[config.mk]
export PLATFORM = sky130hd
export DESIGN_NAME = mem_bist_seq
export DESIGN_NICKNAME = d
export VERILOG_FILES = /design/src/rtl/mem_bist_pkg.sv /design/src/rtl/mem_bist_addr.sv /design/src/rtl/mem_bist_expq.sv /design/src/rtl/mem_bist_cmp.sv /design/src/rtl/mem_bist_seq.sv
export SDC_FILE = /design/constraint.sdc
export NUM_CORES = 1
export LEC_CHECK = 0
export ABC_AREA = 1
export BUFFER_PORTS_ARGS = -buffer_cell sky130_fd_sc_hd__buf_2
export CAP_MARGIN = 25
export CORE_ASPECT_RATIO = 0.8
export CORE_UTILIZATION = 60
export DETAILED_ROUTE_END_ITERATION = 6
export HOLD_SLACK_MARGIN = 0.1
export PLACE_DENSITY = 0.78
export SYNTH_ARGS = -nofsm -noshare
export SYNTH_HDL_FRONTEND = slang
export SYNTH_SLANG_ARGS = --single-unit
[constraint.sdc]
create_clock -name clk -period 8.25 [get_ports clk]
set_input_delay 1.65 -clock clk [delete_from_list [all_inputs] [get_ports clk]]
set_output_delay 1.65 -clock clk [all_outputs]
set_load 0.01 [all_outputs]
[src/rtl/mem_bist_pkg.sv]
package mem_bist_pkg;

  localparam int TAG_W      = 16;
  localparam int LFSR_W     = 32;
  localparam int NUM_PHASES = 6;
  localparam logic [LFSR_W-1:0] LFSR_MASK = 32'h8020_0003;

  typedef enum logic [1:0] {AM_SEQ, AM_RAND, AM_MIX} addr_mode_e;

  typedef enum logic [2:0] {
    ST_PICK, ST_WR, ST_RD, ST_DRAIN, ST_PASS, ST_FAIL
  } seq_state_e;

  // Galois step, right-shifting form
  function automatic logic [LFSR_W-1:0] lfsr_next(input logic [LFSR_W-1:0] s);
    return (s >> 1) ^ (s[0] ? LFSR_MASK : '0);
  endfunction

  // Data word as a function of address and operation tag
  function automatic logic [31:0] pattern_word(input logic [31:0] addr,
                                               input logic [TAG_W-1:0] tag);
    return (addr * 32'h9E37_79B1) ^ {tag, 16'h5A5A};
  endfunction

  function automatic logic mix_pick_seq(input logic [LFSR_W-1:0] s,
                                        input logic [7:0] weight);
    return s[31:24] < weight;
  endfunction

  function automatic addr_mode_e phase_mode(input logic [2:0] p);
    case (p)
      3'd0, 3'd3: return AM_SEQ;
      3'd1, 3'd4: return AM_RAND;
      default:    return AM_MIX;
    endcase
  endfunction

  function automatic logic phase_is_block(input logic [2:0] p);
    return p >= 3'd3;
  endfunction

endpackage

[src/rtl/mem_bist_addr.sv]
module mem_bist_addr
  import mem_bist_pkg::*;
#(
  parameter int ADDR_W = 10,
  parameter int BURST  = 8,
  parameter logic [31:0] SEED = 32'hACE1_2468,
  parameter logic [7:0]  MIX_SEQ_WEIGHT = 8'd128
) (
  input  logic              clk,
  input  logic              rst_n,
  input  logic              step_i,
  input  addr_mode_e        mode_i,
  input  logic              block_i,
  output logic [ADDR_W-1:0] base_o
);

  logic [LFSR_W-1:0] lfsr_q, lfsr_adv;
  logic [ADDR_W-1:0] seq_q, seq_inc;
  logic              use_seq;
  logic              uses_lfsr;

  always_comb begin
    lfsr_adv  = lfsr_next(lfsr_q);
    uses_lfsr = (mode_i != AM_SEQ);
    case (mode_i)
      AM_SEQ:  use_seq = 1'b1;
      AM_RAND: use_seq = 1'b0;
      default: use_seq = mix_pick_seq(lfsr_adv, MIX_SEQ_WEIGHT);
    endcase
    seq_inc = block_i ? ADDR_W'(BURST) : ADDR_W'(1);
  end

  always_ff @(posedge clk) begin
    if (!rst_n) begin
      lfsr_q <= SEED;
      seq_q  <= '0;
      base_o <= '0;
    end else if (step_i) begin
      if (uses_lfsr) lfsr_q <= lfsr_adv;
      if (use_seq) begin
        base_o <= seq_q;
        seq_q  <= seq_q + seq_inc;
      end else begin
        base_o <= lfsr_adv[ADDR_W-1:0];
      end
    end
  end

  // a maximal-length LFSR never reaches the all-zero lock-up state
  a_r5_lfsr_live: assert property (@(posedge clk) disable iff (!rst_n)
    step_i |=> lfsr_q != '0);

endmodule

[src/rtl/mem_bist_expq.sv]
module mem_bist_expq #(
  parameter int W     = 27,
  parameter int DEPTH = 4
) (
  input  logic         clk,
  input  logic         rst_n,
  input  logic         push_i,
  input  logic [W-1:0] din_i,
  input  logic         pop_i,
  output logic [W-1:0] head_o,
  output logic         full_o,
  output logic         empty_o
);

  localparam int PTR_W = (DEPTH > 1) ? $clog2(DEPTH) : 1;
  localparam int CNT_W = $clog2(DEPTH + 1);

  logic [W-1:0]     slot_q [DEPTH];
  logic [PTR_W-1:0] wr_q, rd_q;
  logic [CNT_W-1:0] cnt_q;

  function automatic logic [PTR_W-1:0] bump(input logic [PTR_W-1:0] p);
    return (p == PTR_W'(DEPTH - 1)) ? '0 : p + 1'b1;
  endfunction

  assign full_o  = (cnt_q == CNT_W'(DEPTH));
  assign empty_o = (cnt_q == '0);
  assign head_o  = slot_q[rd_q];

  always_ff @(posedge clk) begin
    if (!rst_n) begin
      wr_q  <= '0;
      rd_q  <= '0;
      cnt_q <= '0;
    end else begin
      if (push_i) begin
        slot_q[wr_q] <= din_i;
        wr_q         <= bump(wr_q);
      end
      if (pop_i) rd_q <= bump(rd_q);
      case ({push_i, pop_i})
        2'b10:   cnt_q <= cnt_q + 1'b1;
        2'b01:   cnt_q <= cnt_q - 1'b1;
        default: cnt_q <= cnt_q;
      endcase
    end
  end

  // no descriptor may be pushed into a full queue
  a_r9_no_overflow: assert property (@(posedge clk) disable iff (!rst_n)
    push_i |-> !full_o);
  a_r9_no_underflow: assert property (@(posedge clk) disable iff (!rst_n)
    pop_i |-> !empty_o);

endmodule

[src/rtl/mem_bist_cmp.sv]
module mem_bist_cmp
  import mem_bist_pkg::*;
#(
  parameter int ADDR_W = 10,
  parameter int DATA_W = 32,
  parameter int BURST  = 8
) (
  input  logic              clk,
  input  logic              rst_n,
  input  logic              rdvalid_i,
  input  logic [DATA_W-1:0] rdata_i,
  input  logic              q_empty_i,
  input  logic [ADDR_W-1:0] head_addr_i,
  input  logic              head_blk_i,
  input  logic [TAG_W-1:0]  head_tag_i,
  output logic              pop_o,
  output logic              mismatch_o,
  output logic              err_o
);

  localparam int BC_W = $clog2(BURST + 1);

  logic [BC_W-1:0]   beat_q, head_len;
  logic [ADDR_W-1:0] beat_addr;
  logic [DATA_W-1:0] expect_word;
  logic              last_beat;

  always_comb begin
    head_len    = head_blk_i ? BC_W'(BURST) : BC_W'(1);
    beat_addr   = head_addr_i + ADDR_W'(beat_q);
    expect_word = DATA_W'(pattern_word(32'(beat_addr), head_tag_i));
    last_beat   = (beat_q == head_len - 1'b1);
    mismatch_o  = rdvalid_i && (q_empty_i || rdata_i != expect_word);
    pop_o       = rdvalid_i && !q_empty_i && last_beat;
  end

  always_ff @(posedge clk) begin
    if (!rst_n) begin
      beat_q <= '0;
      err_o  <= 1'b0;
    end else begin
      if (mismatch_o) err_o <= 1'b1;
      if (pop_o)          beat_q <= '0;
      else if (rdvalid_i) beat_q <= beat_q + 1'b1;
    end
  end

  // once recorded, an error never clears before reset
  a_r11_err_sticky: assert property (@(posedge clk) disable iff (!rst_n)
    !$fell(err_o));
  // the beat index never runs past the head command's length
  a_r3_beat_bound: assert property (@(posedge clk) disable iff (!rst_n)
    !q_empty_i |-> beat_q < head_len);

endmodule

[src/rtl/mem_bist_seq.sv]
module mem_bist_seq
  import mem_bist_pkg::*;
#(
  parameter int ADDR_W = 10,
  parameter int DATA_W = 32,
  parameter int BURST  = 8,
  parameter int QDEPTH = 4,
  parameter int N_SS   = 4,
  parameter int N_SR   = 4,
  parameter int N_SM   = 6,
  parameter int N_BS   = 3,
  parameter int N_BR   = 3,
  parameter int N_BM   = 4,
  parameter logic [7:0]  MIX_SEQ_WEIGHT = 8'd128,
  parameter logic [31:0] SEED = 32'hACE1_2468,
  localparam int BC_W = $clog2(BURST + 1)
) (
  input  logic              clk,
  input  logic              rst_n,
  input  logic              mm_waitrequest,
  output logic              mm_read,
  output logic              mm_write,
  output logic [ADDR_W-1:0] mm_address,
  output logic [DATA_W-1:0] mm_writedata,
  output logic [BC_W-1:0]   mm_burstcount,
  input  logic [DATA_W-1:0] mm_readdata,
  input  logic              mm_readdatavalid,
  output logic              test_pass,
  output logic              test_fail
);

  localparam int DESC_W = ADDR_W + 1 + TAG_W;
  localparam logic [2:0] PH_END = 3'(NUM_PHASES);

  function automatic int unsigned phase_ops(input int p);
    case (p)
      0: return N_SS;
      1: return N_SR;
      2: return N_SM;
      3: return N_BS;
      4: return N_BR;
      5: return N_BM;
      default: return 0;
    endcase
  endfunction

  // first phase at or after 'from' with a nonzero count
  function automatic logic [2:0] next_live(input int from);
    logic [2:0] r;
    r = PH_END;
    for (int i = NUM_PHASES - 1; i >= 0; i--)
      if (i >= from && phase_ops(i) != 0) r = 3'(i);
    return r;
  endfunction

  seq_state_e        state_q;
  logic [2:0]        phase_q;
  logic [15:0]       opcnt_q;
  logic [BC_W-1:0]   beat_q;
  logic [TAG_W-1:0]  tag_q;
  logic [ADDR_W-1:0] base_q;

  // named internal events
  logic              op_pick;
  logic              wr_beat_acc;
  logic              rd_cmd_acc;
  logic              last_wr_beat;
  logic              phase_done;

  logic              cur_block;
  addr_mode_e        cur_mode;
  logic [BC_W-1:0]   op_len;
  logic [ADDR_W-1:0] wr_addr;

  logic              q_full, q_empty, q_pop;
  logic [DESC_W-1:0] q_head;
  logic              cmp_err, cmp_mismatch;

  always_comb begin
    cur_block    = phase_is_block(phase_q);
    cur_mode     = phase_mode(phase_q);
    op_len       = cur_block ? BC_W'(BURST) : BC_W'(1);
    wr_addr      = base_q + ADDR_W'(beat_q);
    mm_write     = (state_q == ST_WR);
    mm_read      = (state_q == ST_RD) && !q_full;
    mm_address   = base_q;
    mm_burstcount = (mm_write || mm_read) ? op_len : '0;
    mm_writedata = mm_write ? DATA_W'(pattern_word(32'(wr_addr), tag_q)) : '0;
    op_pick      = (state_q == ST_PICK) && !cmp_err && (phase_q != PH_END);
    wr_beat_acc  = mm_write && !mm_waitrequest;
    rd_cmd_acc   = mm_read && !mm_waitrequest;
    last_wr_beat = (beat_q == op_len - 1'b1);
    phase_done   = (32'(opcnt_q) + 32'd1) >= phase_ops(int'(phase_q));
    test_pass    = (state_q == ST_PASS);
    test_fail    = (state_q == ST_FAIL);
  end

  always_ff @(posedge clk) begin
    if (!rst_n) begin
      state_q <= ST_PICK;
      phase_q <= next_live(0);
      opcnt_q <= '0;
      beat_q  <= '0;
      tag_q   <= '0;
    end else begin
      case (state_q)
        ST_PICK: begin
          beat_q <= '0;
          if (op_pick) state_q <= ST_WR;
          else         state_q <= ST_DRAIN;
        end
        ST_WR: begin
          if (wr_beat_acc) begin
            if (last_wr_beat) begin
              state_q <= ST_RD;
              beat_q  <= '0;
            end else begin
              beat_q <= beat_q + 1'b1;
            end
          end
        end
        ST_RD: begin
          if (rd_cmd_acc) begin
            tag_q   <= tag_q + 1'b1;
            state_q <= ST_PICK;
            if (phase_done) begin
              opcnt_q <= '0;
              phase_q <= next_live(int'(phase_q) + 1);
            end else begin
              opcnt_q <= opcnt_q + 1'b1;
            end
          end
        end
        ST_DRAIN: begin
          if (q_empty) state_q <= cmp_err ? ST_FAIL : ST_PASS;
        end
        default: state_q <= state_q;
      endcase
    end
  end

  mem_bist_addr #(
    .ADDR_W(ADDR_W), .BURST(BURST), .SEED(SEED), .MIX_SEQ_WEIGHT(MIX_SEQ_WEIGHT)
  ) u_addr (
    .clk(clk), .rst_n(rst_n), .step_i(op_pick), .mode_i(cur_mode),
    .block_i(cur_block), .base_o(base_q)
  );

  mem_bist_expq #(.W(DESC_W), .DEPTH(QDEPTH)) u_expq (
    .clk(clk), .rst_n(rst_n), .push_i(rd_cmd_acc),
    .din_i({base_q, cur_block, tag_q}), .pop_i(q_pop),
    .head_o(q_head), .full_o(q_full), .empty_o(q_empty)
  );

  mem_bist_cmp #(.ADDR_W(ADDR_W), .DATA_W(DATA_W), .BURST(BURST)) u_cmp (
    .clk(clk), .rst_n(rst_n), .rdvalid_i(mm_readdatavalid), .rdata_i(mm_readdata),
    .q_empty_i(q_empty),
    .head_addr_i(q_head[DESC_W-1 -: ADDR_W]),
    .head_blk_i(q_head[TAG_W]),
    .head_tag_i(q_head[TAG_W-1:0]),
    .pop_o(q_pop), .mismatch_o(cmp_mismatch), .err_o(cmp_err)
  );

  // a stalled command holds every field
  a_r8_hold_stalled: assert property (@(posedge clk) disable iff (!rst_n)
    (mm_write || mm_read) && mm_waitrequest |=>
      $stable(mm_write) && $stable(mm_read) && $stable(mm_address) &&
      $stable(mm_burstcount) && $stable(mm_writedata));
  // no read is offered while the expected-data queue is full
  a_r9_no_read_full: assert property (@(posedge clk) disable iff (!rst_n)
    mm_read |-> !q_full);
  // read and write are never offered together
  a_r3_rd_wr_excl: assert property (@(posedge clk) disable iff (!rst_n)
    !(mm_read && mm_write));
  // commands carry one beat or a full burst
  a_r3_burst_len: assert property (@(posedge clk) disable iff (!rst_n)
    (mm_read || mm_write) |-> (mm_burstcount == BC_W'(1) || mm_burstcount == BC_W'(BURST)));
  // pass is terminal, clean and drained
  a_r10_pass_hold: assert property (@(posedge clk) disable iff (!rst_n)
    test_pass |=> test_pass && !mm_read && !mm_write);
  a_r10_pass_clean: assert property (@(posedge clk) disable iff (!rst_n)
    test_pass |-> !cmp_err && q_empty);
  // fail is terminal and exclusive with pass
  a_r11_fail_hold: assert property (@(posedge clk) disable iff (!rst_n)
    test_fail |=> test_fail && !test_pass);
  a_r11_mismatch_no_pass: assert property (@(posedge clk) disable iff (!rst_n)
    cmp_mismatch |=> !test_pass);

endmodule

==> flow_summary.ini, run 1 <==
[outcome]
status = complete, but fails checks
violations = setup timing

[finish]
drive_gt1_share_pct = 12.55
fin_cells = 2828
final_cell_mix = 412 x inv_1, 410 x nand2_1, 190 x nor2_1, 172 x fa_1, 161 x ha_1
final_common_cell = inv_1
area_growth_pct = 13.80
nets = 2788
final_cell_area_um2 = 21650

[logic_synthesis]
synth.cell_area_um2 = 19020
synth_area_per_cell_um2 = 8.413
synthCells = 2261
yosys_warnings = 0
ys_async_sr_fraction_pct = 0
synthTopCellsByArea = fa_1 18%, edfxtp_1 17%, ha_1 12%
ys_ff_latch = 216
synth_cell_types = 50
yosys.area.top_type = fa_1
synth_top_area_share_pct = 18.42
ys.flop_type = edfxtp_1
synth_edf_count = 108
ys_seq_area_share_pct = 28.42

[routing]
wl_per_cell_um = 18.11
viasPerCell = 5.600
wl_mm = 51.22
num_vias = 15840
ant_nets = 0
drt_iter0_drc = 1452
dr.pass1.iters = 6
drc = 0

[job]
drv_cap = 0

[timing]
finalSetupViolCount = 8
worst_slack_ns = -0.1429
slew_viol_final = 0
slew-limit-headroom_pct = 35.39
finalCriticalPeriod_ns = 8.393
fmax_mhz = 119.1
hold_viol = 0
rsz0062_at_grt = true
skew_ns = 0.01906
final.period_utilization_pct = 101.7
hold_slack_ns = 0.4538
tightestPinTransition_ns = 0.9668

[critical_path]
criticalPathCategory = flip-flop to output port
cp_data_arrival_time_ns = 6.74
worst-path-max-fanout = 5
slowest_delay_ns = 0.59
slowest_stage = fa_1
required_ns = 6.60
endpoint_kind = output port
critPathLaunchType = flip-flop
r2r_slack_ns = 0.40

[global_routing]
grt_pass1_vias = 15740
overflow = 0
grt_max_degree = 64
grt_pass1_wl_mm = 81.33
grt_usage_pct = 32.01
antenna_found_initial = 2

[die]
die_h_um = 161.3
coreArea_um2 = 30740
rows = 57
io_pins = 86
dieArea_um2 = 32420
die_w_um = 201.1
start_util_pct = 61.88

[placement]
placed_area_um2 = 20170
port_buffers = 83
dpl.cell_count = 2763
dpl.hpwl_mm = 39.79
gp_congestion = 1.043

[cts]
path_clk_slew_ns = 0.07
htree_levels = 1
cts_tree = built
cts_sinks = 216
cts_buffer_depth = 3
cts_buffers = 22
clockRootBuffer = clkbuf_16
clk_latency_ns = 0.53

[hold_path]
hp-class = flip-flop to flip-flop
==> layer usage <==
layer  vias up  global-route usage [%]  part of all wire, %
li1       7509                       -                    -
met1      7557                   43.63                   42
met2       667                   52.49                   46
met3       100                   6.659                  9.6
met4         4                   7.703                  2.5
met5         -                       0                0.053
==> layout make-up <==
| type | instances | area (um^2) |
|---|---|---|
| diodes | 1 | 2.502 |
| clock buffers | 27 | 569.3 |
| clock inverters | 12 | 185.2 |
| fillers | 2393 | 9091 |
| inverters | 424 | 1592 |
| multi-input cells | 1579 | 12380 |
| flip-flops and latches | 216 | 5413 |
| well taps | 413 | 516.7 |
| repair buffers | 156 | 991.0 |
==> repair_timing <==
action | in CTS | in global routing
setup endpoints to repair | 14 | 19
gates resized for setup | 49 | 71
hold endpoints to repair | 0 | 0
buffers inserted | 9 | 15
pin swaps | 14 | 27
hold buffers | 0 | 0
==> synthesized netlist by cell type (2+ instances only) <==
master and n:
a211oi_1 5, a21boi_0 2, a21o_1 4, a21oi_1 122
a31oi_1 11, a32o_1 2, a32oi_1 5, and3_1 4
buf_1 3, buf_2 6, buf_4 3, clkbuf_1 31
dfxtp_1 108, edfxtp_1 108, fa_1 175, ha_1 178
inv_1 421, inv_2 2, nand2_1 422, nand2_2 2
nand3_1 107, nand3b_1 6, nand4_1 24, nor2_1 199
nor2_4 4, nor3_1 39, nor3b_1 5, nor4_1 5
nor4_2 2, o211ai_1 7, o21a_1 8, o21ai_0 92
o21bai_1 10, o22ai_1 5, o31ai_1 2, or2_2 6
xnor2_1 30, xor2_1 84
==> final timing paths <==
check	startpoint	end	cells past startpoint
max	u_addr.base_o[0]	mm_writedata[26]	29
min reg2reg	u_addr.lfsr_q[24]	u_addr.lfsr_q[23]	2
min	u_addr.lfsr_q[24]	u_addr.lfsr_q[23]	2
max reg2reg	flip-flop	u_cmp.err_o	33
==> through the flow <==
step	worst slack (ns)	setup TNS (ns)	util (%)
6_report	-0.1429	-0.6220	70.42
5_1_grt	-0.3774	-3.393	70.42
4_1_cts	0.003530	0	69.06
3_5_place_dp	-0.09485	-0.1467	65.61
3_3_place_gp	0.1319	0	65.61
2_1_floorplan	0.4500	0	-
==> cells by family after synthesis <==
group	after synthesis	share of synthesized area, %
flops	216	28.42
xor+xnor	114	5.249
fa+ha+maj	353	30.13
compound gates	280	8.275
buf+inv	467	9.314
simple gates	830	18.60
other cells	1	0.01971
==> state kept, by name, summed over array words and instances (netlist names), 4 cells and up, named ones only <==
| name | count |
|---|---|
| beat_q | 4 |
| opcnt_q | 16 |
| tag_q | 16 |
| u_addr.base_o | 10 |
| u_addr.lfsr_q | 32 |
| u_addr.seq_q | 10 |
| u_cmp.beat_q | 4 |
| u_expq.slot_q | 108 |
==> critical path, delay by kind of cell (launching register included) <==
kind                       cells  cell delay (ns)
AOI/OAI and AO/OA              4             0.50
xor gates and xnor gates       1             0.21
adders and majority gates      8             3.36
buffers and inverters          7             0.86
DFF                            1             0.31
and+or+nand+nor                9             0.96
Power of run 1 is left out: the tool's default activity adds up to more than one toggle a clock period on the data nets, which glitch-free logic cannot reach.
==> inputs of run 2 (changes only) <==
==> constraint.sdc (replaced) <==
create_clock -name clk -period 8.25 [get_ports clk]
set_input_delay 1.2375 -clock clk [delete_from_list [all_inputs] [get_ports clk]]
set_output_delay 1.2375 -clock clk [all_outputs]
set_load 0.01 [all_outputs]
==> run 2 against run 1 <==
The run now ends clean; critical path type unchanged; sequential share of layout area increased by 0.33 points; maximum frequency increased by 4.4%; via count decreased by 1.8%; critical path depth decreased by 1; final cell count decreased by 0.64%; flip-flop and latch count unchanged; non-clock buffer count decreased by 22; clock skew increased by 0.016 ns; worst setup slack improved by 0.35 ns.
==> flow_summary.ini, run 2 (same netlist as run 1, synthesis figures left out) <==
[critical_path]
r2r_end = u_cmp.err_o
worst-path-max-fanout = 7
cp_data_arrival_time_ns = 6.80
critPathLaunchType = flip-flop
endpoint_kind = output port
crit_top_cell = fa_1
required_ns = 7.01
slowest_stage = fa_1
rr_worst_depth = 38
criticalPathCategory = flip-flop to output port
r2r_slack_ns = 0.78
slowest_delay_ns = 0.60

[hold_path]
min-delay-start = u_addr.lfsr_q[28]
hp-class = flip-flop to flip-flop
min_path_cells = 2
hold_path_end = u_addr.lfsr_q[27]

[finish]
final_cell_area_um2 = 21380
n_fill_cell = 2498
area_growth_pct = 12.39
final_cell_mix = 415 x nand2_1, 415 x inv_1, 192 x nor2_1, 173 x fa_1, 163 x ha_1
nets = 2768
diodes = 0
top_register = u_expq.slot_q
drive_gt1_share_pct = 10.68
reg_top3 = u_expq.slot_q x108, u_addr.lfsr_q x32
largest_register_ffs = 108

[die]
die_w_um = 201.1
dieArea_um2 = 32420
coreArea_um2 = 30740
die_h_um = 161.3
rows = 57
io_pins = 86
start_util_pct = 61.88

[global_routing]
overflow = 0
met3_usage_pct = 5.488
grt_pass1_vias = 15330
grt_pass1_wl_mm = 79.96
met2_usage_pct = 50.35
grt_max_degree = 64
grt_usage_pct = 31.49
antenna_found_initial = 0
busiest_layer = met2
met1_usage_pct = 44.64

[routing]
drt_iter0_drc = 1073
dr.pass1.iters = 7
wl_mm = 50.11
viasPerCell = 5.537
num_vias = 15560
drc = 0
ant_nets = 0
wl_per_cell_um = 17.83

[placement]
gp_congestion = 1.007
dpl.hpwl_mm = 39.60
placed_area_um2 = 20030
port_buffers = 83

[cts]
clk_latency_ns = 0.55
htree_levels = 1
cts_buffer_depth = 3
cts_hold_buffers = 0
cts_sinks = 216
cts_tree = built
path_clk_slew_ns = 0.06
cts_buffers = 24
clockRootBuffer = clkbuf_16

[timing]
final.period_utilization_pct = 97.45
rsz0062_at_grt = true
tightestPinTransition_ns = 0.9606
slew-limit-headroom_pct = 35.81
finalCriticalPeriod_ns = 8.040
finalSetupViolCount = 0
slew_viol_final = 0
fmax_mhz = 124.4
hold_viol = 0
skew_ns = 0.03460

[outcome]
status = completed

[job]
drv_cap = 0
run 2: cell types whose count changed in the layout (fill, tap and decap cells not counted), sizes merged:
cell | previous run | this run
clkinvlp | 2 | 6
clkbuf | 27 | 28
inv | 424 | 425
bufinv | 4 | 3
diode | 1 | 0
buf | 156 | 134
run 2: final cells by class:
type	count	area, um^2	share of cell area [%]
Clock buffer	28	615.6	2.879
Clock inverter	16	197.7	0.9247
Inverter	424	1594	7.456
Multi-Input combinational cell	1579	12200	57.08
Sequential cell	216	5416	25.33
Tap cell	413	516.7	2.417
Timing Repair Buffer	134	834.6	3.904
run 2: worst max path at each step:
stage                         start               end  cells past startpoint
after floorplan           flip-flop       u_cmp.err_o                     36
final                     beat_q[2]  mm_writedata[28]                     28
after CTS                 beat_q[0]  mm_writedata[28]                     29
after global routing      beat_q[1]  mm_writedata[28]                     27
after global placement    beat_q[0]  mm_writedata[28]                     29
after detailed placement  beat_q[0]  mm_writedata[28]                     29
run 2: metal layers:
| layer | part of all wire, % | vias up |
|---|---|---|
| li1 | - | 7464 |
| met5 | 0 | - |
| met4 | 2.4 | 0 |
| met1 | 45 | 7400 |
| met2 | 44 | 613 |
| met3 | 8.6 | 81 |
run 2: what timing repair did:
item | in CTS | in global routing
pin swaps | 4 | 22
setup endpoints to repair | 12 | 15
endpoints found under the hold margin | 0 | 0
gates resized for setup | 29 | 51
buffers inserted | 6 | 14
run 2: stage by stage:
step                      hold WS [ns]  TNS, ns  util (%)  worst slack (ns)  cells
final                           0.4559        0     69.55            0.2100   2810
after global routing            0.4787  -0.4010     69.55          -0.09785   2810
after CTS                       0.4593        0     68.34         0.0009468   2795
after detailed placement        0.4439   -1.090     65.17           -0.4077   2745
after global placement          0.4363   -1.050     65.17           -0.3978   2745
after floorplan                 0.4292        0         -            0.7394   2262
run 2: worst max-delay path, delay by kind of cell, from the launching register on:
| family | cells | cell delay [ns] |
|---|---|---|
| compound gates | 7 | 0.75 |
| buf+inv | 6 | 0.52 |
| fa+ha+maj | 7 | 3.14 |
| flops | 1 | 0.35 |
| simple gates | 7 | 1.36 |
| xor+xnor | 1 | 0.14 |
Power of run 2 is left out for the same reason.
